[config.mk]
export PLATFORM = sky130hd
export DESIGN_NAME = branch_target_buffer
export DESIGN_NICKNAME = d
export VERILOG_FILES = /design/src/rtl/btb_pkg.sv /design/src/rtl/btb_table.sv /design/src/rtl/btb_match.sv /design/src/rtl/btb_resolve.sv /design/src/rtl/branch_target_buffer.sv
export SDC_FILE = /design/constraint.sdc
export NUM_CORES = 2
export LEC_CHECK = 0
export BUFFER_PORTS_ARGS = -buffer_cell sky130_fd_sc_hd__buf_2
export CAP_MARGIN = 20
export CORE_MARGIN = 4
export CORE_UTILIZATION = 30
export CTS_CLUSTER_SIZE = 28
export DETAILED_ROUTE_END_ITERATION = 7
export PLACE_DENSITY = 0.49
export SKIP_LAST_GASP = 1
export SLEW_MARGIN = 5
export SYNTH_ARGS = -nofsm -noshare
export SYNTH_HDL_FRONTEND = slang
export SYNTH_SLANG_ARGS = --single-unit
[constraint.sdc]
create_clock -name clk -period 17.6 [get_ports clk]
set_clock_uncertainty 0.2 [all_clocks]
set_input_delay 1.76 -clock clk [delete_from_list [all_inputs] [get_ports clk]]
set_output_delay 1.76 -clock clk [all_outputs]
set_load 0.01 [all_outputs]
[src/rtl/btb_pkg.sv]
// Shared types for the branch target buffer.
// Assumes a 2-bit direction counter whose upper bit is the taken guess.
package btb_pkg;

    typedef enum logic [1:0] {
        CTR_SNT = 2'b00,
        CTR_WNT = 2'b01,
        CTR_WT  = 2'b10,
        CTR_ST  = 2'b11
    } ctr_t;

    // Saturating step of the direction counter toward the actual outcome.
    function automatic ctr_t ctr_step(ctr_t c, logic tk);
        ctr_t r;
        case (c)
            CTR_SNT: r = tk ? CTR_WNT : CTR_SNT;
            CTR_WNT: r = tk ? CTR_WT  : CTR_SNT;
            CTR_WT:  r = tk ? CTR_ST  : CTR_WNT;
            default: r = tk ? CTR_ST  : CTR_WT;
        endcase
        return r;
    endfunction

endpackage

[src/rtl/btb_table.sv]
// Entry storage: valid, full-PC tag, target and counter per slot.
// Two combinational read ports (fetch and resolve), one write port.
// Assumes at most one write per cycle; reset clears only the valid flags.
module btb_table
    import btb_pkg::*;
#(
    parameter int PC_W  = 32,
    parameter int IDX_W = 4
) (
    input  logic             clk,
    input  logic             rst_n,
    input  logic [IDX_W-1:0] lk_idx,
    output logic             lk_valid,
    output logic [PC_W-1:0]  lk_tag,
    output logic [PC_W-1:0]  lk_target,
    output ctr_t             lk_ctr,
    input  logic [IDX_W-1:0] rs_idx,
    output logic             rs_valid,
    output logic [PC_W-1:0]  rs_tag,
    output logic [PC_W-1:0]  rs_target,
    output ctr_t             rs_ctr,
    input  logic             wr_en,
    input  logic [IDX_W-1:0] wr_idx,
    input  logic [PC_W-1:0]  wr_tag,
    input  logic [PC_W-1:0]  wr_target,
    input  ctr_t             wr_ctr
);
    localparam int ENTRIES = 1 << IDX_W;

    logic            valid_q  [ENTRIES];
    logic [PC_W-1:0] tag_q    [ENTRIES];
    logic [PC_W-1:0] target_q [ENTRIES];
    ctr_t            ctr_q    [ENTRIES];

    for (genvar g = 0; g < ENTRIES; g++) begin : g_slot
        logic hit_wr;
        assign hit_wr = wr_en && (wr_idx == IDX_W'(g));

        // Valid flag: cleared by reset, set on the first write to the slot.
        always_ff @(posedge clk) begin
            if (!rst_n)      valid_q[g] <= 1'b0;
            else if (hit_wr) valid_q[g] <= 1'b1;
        end

        // Payload fields: loaded whenever the slot is written.
        always_ff @(posedge clk) begin
            if (hit_wr) begin
                tag_q[g]    <= wr_tag;
                target_q[g] <= wr_target;
                ctr_q[g]    <= wr_ctr;
            end
        end
    end

    // Fetch-side read port.
    always_comb begin
        lk_valid  = valid_q[lk_idx];
        lk_tag    = tag_q[lk_idx];
        lk_target = target_q[lk_idx];
        lk_ctr    = ctr_q[lk_idx];
    end

    // Resolve-side read port.
    always_comb begin
        rs_valid  = valid_q[rs_idx];
        rs_tag    = tag_q[rs_idx];
        rs_target = target_q[rs_idx];
        rs_ctr    = ctr_q[rs_idx];
    end

    // a write is present in the slot after the next edge.
    a_r11_write_lands: assert property (@(posedge clk) disable iff (!rst_n)
        wr_en |=> valid_q[$past(wr_idx)] && tag_q[$past(wr_idx)] == $past(wr_tag)
                  && target_q[$past(wr_idx)] == $past(wr_target)
                  && ctr_q[$past(wr_idx)] == $past(wr_ctr));

    // slots not written keep their payload.
    a_r11_quiet_stable: assert property (@(posedge clk) disable iff (!rst_n)
        !wr_en |=> $stable(lk_idx) -> ($stable(lk_tag) && $stable(lk_target) && $stable(lk_ctr)));

endmodule

[src/rtl/btb_match.sv]
// Tag compare and next-PC selection for one read port.
// Assumes the entry fields belong to the slot indexed by pc.
module btb_match
    import btb_pkg::*;
#(
    parameter int PC_W = 32
) (
    input  logic            clk,
    input  logic            rst_n,
    input  logic [PC_W-1:0] pc,
    input  logic            ent_valid,
    input  logic [PC_W-1:0] ent_tag,
    input  logic [PC_W-1:0] ent_target,
    input  ctr_t            ent_ctr,
    output logic            hit,
    output logic            taken,
    output logic [PC_W-1:0] next_pc
);
    localparam logic [PC_W-1:0] STEP = PC_W'(4);

    // Full-PC compare and counter-based direction choice.
    always_comb begin
        hit     = ent_valid && (ent_tag == pc);
        taken   = hit && ent_ctr[1];
        next_pc = taken ? ent_target : pc + STEP;
    end

    // a taken guess is only possible on a hit.
    a_r4_taken_needs_hit: assert property (@(posedge clk) disable iff (!rst_n)
        taken |-> ent_valid && ent_tag == pc);

    // a tag mismatch always falls through to the next word.
    a_r3_mismatch_falls: assert property (@(posedge clk) disable iff (!rst_n)
        (ent_tag != pc) |-> !taken);

endmodule

[src/rtl/btb_resolve.sv]
// Resolve-side control: misprediction detection and training write.
// Assumes the entry inputs were read at the slot of upd_pc this cycle.
module btb_resolve
    import btb_pkg::*;
#(
    parameter int PC_W  = 32,
    parameter int IDX_W = 4
) (
    input  logic             clk,
    input  logic             rst_n,
    input  logic             upd_valid,
    input  logic [PC_W-1:0]  upd_pc,
    input  logic             upd_is_ctrl,
    input  logic             upd_taken,
    input  logic [PC_W-1:0]  upd_target,
    input  logic             hit,
    input  logic             pred_tk,
    input  logic [PC_W-1:0]  ent_target,
    input  ctr_t             ent_ctr,
    output logic             kill,
    output logic             wr_en,
    output logic [IDX_W-1:0] wr_idx,
    output logic [PC_W-1:0]  wr_tag,
    output logic [PC_W-1:0]  wr_target,
    output ctr_t             wr_ctr
);
    logic active;
    logic wrong;

    // Compare the current guess with the actual outcome.
    always_comb begin
        active = upd_valid && upd_is_ctrl;
        wrong  = (pred_tk != upd_taken) || (pred_tk && upd_taken && ent_target != upd_target);
        kill   = active && wrong;
    end

    // Build the training write: allocate on taken miss, step counter on hit.
    always_comb begin
        wr_en     = active && (hit || upd_taken);
        wr_idx    = upd_pc[IDX_W+1:2];
        wr_tag    = upd_pc;
        wr_target = (upd_taken && (!hit || wrong)) ? upd_target : ent_target;
        wr_ctr    = hit ? ctr_step(ent_ctr, upd_taken) : CTR_WT;
    end

    // non-control updates leave the table and kill alone.
    a_r7_nonctrl_silent: assert property (@(posedge clk) disable iff (!rst_n)
        (upd_valid && !upd_is_ctrl) |-> !wr_en && !kill);

    // a not-taken miss allocates nothing.
    a_r6_nt_miss_no_alloc: assert property (@(posedge clk) disable iff (!rst_n)
        (upd_valid && upd_is_ctrl && !hit && !upd_taken) |-> !wr_en);

    // a taken miss is always a misprediction.
    a_r8_taken_miss_kills: assert property (@(posedge clk) disable iff (!rst_n)
        (upd_valid && upd_is_ctrl && !hit && upd_taken) |-> kill);

    // a correct hit never changes the stored target.
    a_r9_keep_target: assert property (@(posedge clk) disable iff (!rst_n)
        (wr_en && hit && !kill) |-> wr_target == ent_target);

endmodule

[src/rtl/branch_target_buffer.sv]
// Top of the fetch-stage branch target buffer.
// Lookup is combinational on fetch_pc; training happens on the resolve port
// at the clock edge. Assumes word-aligned 32-bit PCs by default.
module branch_target_buffer
    import btb_pkg::*;
#(
    parameter int PC_W  = 32,
    parameter int IDX_W = 4
) (
    input  logic            clk,
    input  logic            rst_n,
    input  logic [PC_W-1:0] fetch_pc,
    output logic [PC_W-1:0] pred_next_pc,
    output logic            pred_taken,
    input  logic            upd_valid,
    input  logic [PC_W-1:0] upd_pc,
    input  logic            upd_is_ctrl,
    input  logic            upd_taken,
    input  logic [PC_W-1:0] upd_target,
    output logic            upd_kill
);
    logic             lk_valid, rs_valid;
    logic [PC_W-1:0]  lk_tag, lk_target, rs_tag, rs_target;
    ctr_t             lk_ctr, rs_ctr;
    logic             lk_hit, rs_hit, rs_tk;
    logic [PC_W-1:0]  rs_next;
    logic             wr_en;
    logic [IDX_W-1:0] wr_idx;
    logic [PC_W-1:0]  wr_tag, wr_target;
    ctr_t             wr_ctr;

    btb_table #(.PC_W(PC_W), .IDX_W(IDX_W)) u_table (
        .clk(clk), .rst_n(rst_n),
        .lk_idx(fetch_pc[IDX_W+1:2]), .lk_valid(lk_valid), .lk_tag(lk_tag),
        .lk_target(lk_target), .lk_ctr(lk_ctr),
        .rs_idx(upd_pc[IDX_W+1:2]), .rs_valid(rs_valid), .rs_tag(rs_tag),
        .rs_target(rs_target), .rs_ctr(rs_ctr),
        .wr_en(wr_en), .wr_idx(wr_idx), .wr_tag(wr_tag),
        .wr_target(wr_target), .wr_ctr(wr_ctr)
    );

    btb_match #(.PC_W(PC_W)) u_fetch_match (
        .clk(clk), .rst_n(rst_n), .pc(fetch_pc),
        .ent_valid(lk_valid), .ent_tag(lk_tag), .ent_target(lk_target), .ent_ctr(lk_ctr),
        .hit(lk_hit), .taken(pred_taken), .next_pc(pred_next_pc)
    );

    btb_match #(.PC_W(PC_W)) u_resolve_match (
        .clk(clk), .rst_n(rst_n), .pc(upd_pc),
        .ent_valid(rs_valid), .ent_tag(rs_tag), .ent_target(rs_target), .ent_ctr(rs_ctr),
        .hit(rs_hit), .taken(rs_tk), .next_pc(rs_next)
    );

    btb_resolve #(.PC_W(PC_W), .IDX_W(IDX_W)) u_resolve (
        .clk(clk), .rst_n(rst_n),
        .upd_valid(upd_valid), .upd_pc(upd_pc), .upd_is_ctrl(upd_is_ctrl),
        .upd_taken(upd_taken), .upd_target(upd_target),
        .hit(rs_hit), .pred_tk(rs_tk), .ent_target(rs_target), .ent_ctr(rs_ctr),
        .kill(upd_kill), .wr_en(wr_en), .wr_idx(wr_idx), .wr_tag(wr_tag),
        .wr_target(wr_target), .wr_ctr(wr_ctr)
    );

    // a taken miss allocates a weakly-taken entry at its own slot.
    a_r5_alloc_weak: assert property (@(posedge clk) disable iff (!rst_n)
        (upd_valid && upd_is_ctrl && upd_taken && !rs_hit)
            |-> wr_en && wr_ctr == CTR_WT && wr_tag == upd_pc && wr_target == upd_target);

    // a hit with a taken guess redirects fetch off the sequential path.
    a_r4_hit_redirect: assert property (@(posedge clk) disable iff (!rst_n)
        (lk_hit && lk_ctr[1]) |-> pred_taken && pred_next_pc == lk_target);

    // the resolve-side guess and the kill agree on a correct taken hit.
    a_r8_no_kill_match: assert property (@(posedge clk) disable iff (!rst_n)
        (upd_valid && upd_is_ctrl && rs_tk && upd_taken && rs_next == upd_target) |-> !upd_kill);

endmodule

==> impl_metrics.csv <==
group,metric,value,unit
run_status,status,"complete, no violations",
clock_network,cts_hold_buffers,0,
power,p_comb_frac,0.100,
power,leakagePower,19.1,nW
worst_setup_path,arrival,8.41,ns
global_route,grt_pass1_wl,247000,µm
placed_design,placed_cell_area,56400,µm²
yosys,ys_seq_elements,1072,
yosys,syn_avg_cell_area,19.1,µm²
yosys,async_flop_share,0,
global_route,grtUsageMet1,0.245,
routing,vias,29713,
clock_network,cts_tree,"yes",
sta,hold_viol_final,0,
layout,fin_cells,5353,
clock_network,cts-htree-levels,3,
yosys,synthTopCellsByCount,"1071 x edfxtp_1, 389 x mux4_2, 181 x mux2i_1",
clock_network,path_clk_slew,0.07,ns
global_route,grt_use_total,0.190,
global_route,grt_overflow,0,
global_route,grt_pass1_vias,30081,
yosys,synth.top_cells.by_area,"edfxtp_1 61%, mux4_2 17%, mux4_4 3.9%, mux2i_1 3.4%, mux4_1 2.6%",
yosys,synth_ff_type,"edfxtp_1",
power,ir_drop,0.0726,mV
yosys,netlist_area,53100,µm²
floorplan,ios,135,
clock_network,clkLatencyLatePin,0.74,ns
sta,slew_viol_final,0,
floorplan,start_util,0.302,
clock_network,cts_root_buf,"clkbuf_16",
clock_network,ctsResizeCount,0,
worst_setup_path,path_class,"in -> out",
power,p_per_area,96.3,nW/µm²
yosys,syn_nets,2877,
layout,layout-drive-gt1-share,0.316,
global_route,antenna_found_initial,18,
yosys,seq_area_frac_synth,0.607,
power,sw_frac_of_total,0.241,
yosys,yosysTopAreaCell,"edfxtp_1",
routing,via_per_inst,5.55,
worst_setup_path,cpMostUsedCell,"buf_4",
worst_setup_path,cp_cell_sequence,"buf_8 -> buf_4 -> buf_4 -> buf_4 -> mux4_2 -> mux2i_1 -> mux2i_1 -> xnor2_1 -> nand4_1 -> nor3_1 -> nand4_2 -> nor2b_1 -> ha_1 -> nor3_1 -> and4b_1 -> o2111a_1 -> a41oi_1 -> and3_1 -> buf_2",
worst_hold_path,min-delay-start,"u_table.valid_q[8]",
floorplan,core_region_area,176000,µm²
worst_hold_path,min_path_type,"reg -> reg",
worst_setup_path,slowest_stage,"buf_4",
global_route,use_met2,0.324,
run,cap_violations,0,
sta,whs,0.284,ns
worst_setup_path,cp.required,15.64,ns
yosys,synth.top_cell.area_share,0.606,
power,p_switching,1.39,mW
power,internal-power,4.39,mW
yosys,yosysMostFrequentCell,"edfxtp_1",
sta,relSlewSlack,0.217,
placed_design,routabilityCongestion,0.817,
worst_setup_path,startpoint,"upd_pc[5]",
global_route,top_usage_layer,"met2",
global_route,grtUsageMet3,0.0255,
worst_setup_path,cp_max_fo,50,
worst_setup_path,rrSetupSlack,10.57,ns
routing,route.detailed.drc,0,
clock_network,clock_path_buffers,3,
yosys,synth_cell_types,78,
routing,avgRoutedWirePerCell,33.3,µm
layout,fin_util,0.341,
sta,rsz0062_at_grt,"false",
placed_design,hpwl,109000,µm
layout,final_area,60000,µm²
clock_network,postCtsSetupBuffers,0,
sta,fmax,0.0965,GHz
yosys,synth_cells,2774,
placed_design,io_buffers,134,
worst_setup_path,cp_slowest_stage_delay,0.78,ns
worst_hold_path,min_to,"u_table.valid_q[8]",
power,clock_power_share,0.406,
power,p_seq_frac,0.494,
yosys,yosysWarnings,0,
routing,drtIter0Drc,3248,
clock_network,cts_sinks,1072,
worst_setup_path,startpoint_type,"input port",
sta,tightest_slew,1.17,ns
worst_setup_path,crit-reg2reg-launch,"u_table.tag_q[3][29]",
global_route,grt_max_degree,131,
sta,setup_viol,0,
floorplan,design.die.area,184000,µm²
floorplan,die_h,429,µm
worst_setup_path,reg2regPathDepth,16,
clock_network,cts_made_buffers,110,
layout,syn2layout_area_growth,13.1,%
floorplan,die_x,429,µm
worst_hold_path,hold_depth,2,
layout,layout.nets,3018,
sta,min_period,10.37,ns
floorplan,core.rowCount,154,
routing,postRouteAntennaNets,0,
yosys,synth_edf_count,1071,
worst_setup_path,reg2reg_to,"u_table.target_q[8][22]",
sta,finalSetupTns,0,ns
placed_design,placed_cells,5138,
sta,finalCritPeriodShare,0.589,
worst_setup_path,end_kind,"output pin",
routing,routed_wl,178000,µm
routing,dr.pass1.iters,5,
-- logic make-up after synthesis --
| family | Yosys count | share of synthesized area |
|---|---|---|
| compound gates | 223 | 0.0290 |
| xor+xnor | 155 | 0.0256 |
| buf+inv | 213 | 0.0230 |
| simple gates | 318 | 0.0309 |
| fa+ha+maj | 2 | 0.000472 |
| mux | 791 | 0.285 |
| flops | 1072 | 0.607 |
-- registers in the layout, summed over array words and instances, names as in the netlist --
register          flops
u_table.ctr_q        32
u_table.tag_q       512
u_table.target_q    512
u_table.valid_q      16
-- placed cells by master, fill, tap and decap left out, drive strengths merged, types with 8 or more instances in the layout --
cell | netlist | layout
nor3 | 34 | 34
clkinv | 0 | 57
nor4 | 10 | 10
buf | 151 | 225
a21oi | 30 | 30
nor2b | 24 | 24
mux2 | 86 | 86
a22oi | 32 | 32
inv | 16 | 20
o31ai | 21 | 21
nand2b | 8 | 8
xor2 | 52 | 52
nand4 | 20 | 20
a211oi | 19 | 19
nand3 | 35 | 35
a221oi | 10 | 10
o22ai | 14 | 14
and3 | 15 | 15
a31oi | 8 | 8
o211ai | 8 | 8
mux4 | 524 | 524
edfxtp | 1071 | 1071
mux2i | 181 | 181
clkbuf | 45 | 124
nor2 | 49 | 49
o21ai | 43 | 43
xnor2 | 103 | 103
bufinv | 0 | 12
nand2 | 90 | 90
-- per-stage QoR --
| stage | setup slack [ns] | power (mW) |
|---|---|---|
| after floorplan | 7.94 | 3.26 |
| after detailed placement | 6.72 | 3.49 |
| final | 7.23 | 5.78 |
| after global routing | 6.86 | 5.97 |
| after CTS | 7.18 | 5.83 |
| after global placement | 6.93 | 3.49 |
-- worst max-delay path by stage --
stage | endpoint | slack (ns) | cells after the start
2_1_floorplan | u_table.ctr_q[12][0] | 7.94 | 12
3_3_place_gp | u_table.target_q[14][14] | 6.93 | 20
3_5_place_dp | u_table.target_q[14][14] | 6.72 | 20
4_1_cts | upd_kill | 7.18 | 19
5_1_grt | upd_kill | 6.86 | 19
6_report | upd_kill | 7.23 | 19
-- area by class of cell --
| class | instances | area [µm²] |
|---|---|---|
| Fill cell | 16495 | 116000 |
| Sequential cell | 1072 | 32200 |
| Multi-Input combinational cell | 1489 | 19800 |
| Tap cell | 2340 | 2930 |
| Clock buffer | 123 | 2800 |
| Timing Repair Buffer | 226 | 1470 |
| Clock inverter | 80 | 754 |
| Inverter | 16 | 63.8 |
| Antenna cell | 7 | 17.5 |
-- per-layer routing --
| metal | vias to the layer above | routed length, µm |
|---|---|---|
| met2 | 1060 | 89100 |
| met4 | 10 | 7250 |
| met5 | - | 71 |
| li1 | 12135 | - |
| met3 | 218 | 9680 |
| met1 | 16290 | 72200 |
-- worst max-delay path, delay by kind of cell --
family,cells,cell delay (ns)
AO/OA/AOI/OAI,2,0.60
XOR/XNOR,1,0.45
adder cells (fa/ha/maj),1,0.26
buffers and inverters,5,2.59
multiplexers,3,0.69
AND/OR/NAND/NOR,7,1.76
-- power groups by stage --
stage	registers [mW]	clock network, mW	logic (mW)
2_1_floorplan	2.90	0	0.360
3_3_place_gp	2.91	0	0.582
3_5_place_dp	2.91	0	0.581
4_1_cts	2.85	2.40	0.583
5_1_grt	2.85	2.51	0.610
6_report	2.85	2.35	0.577
(Power assumes the default switching activity.)
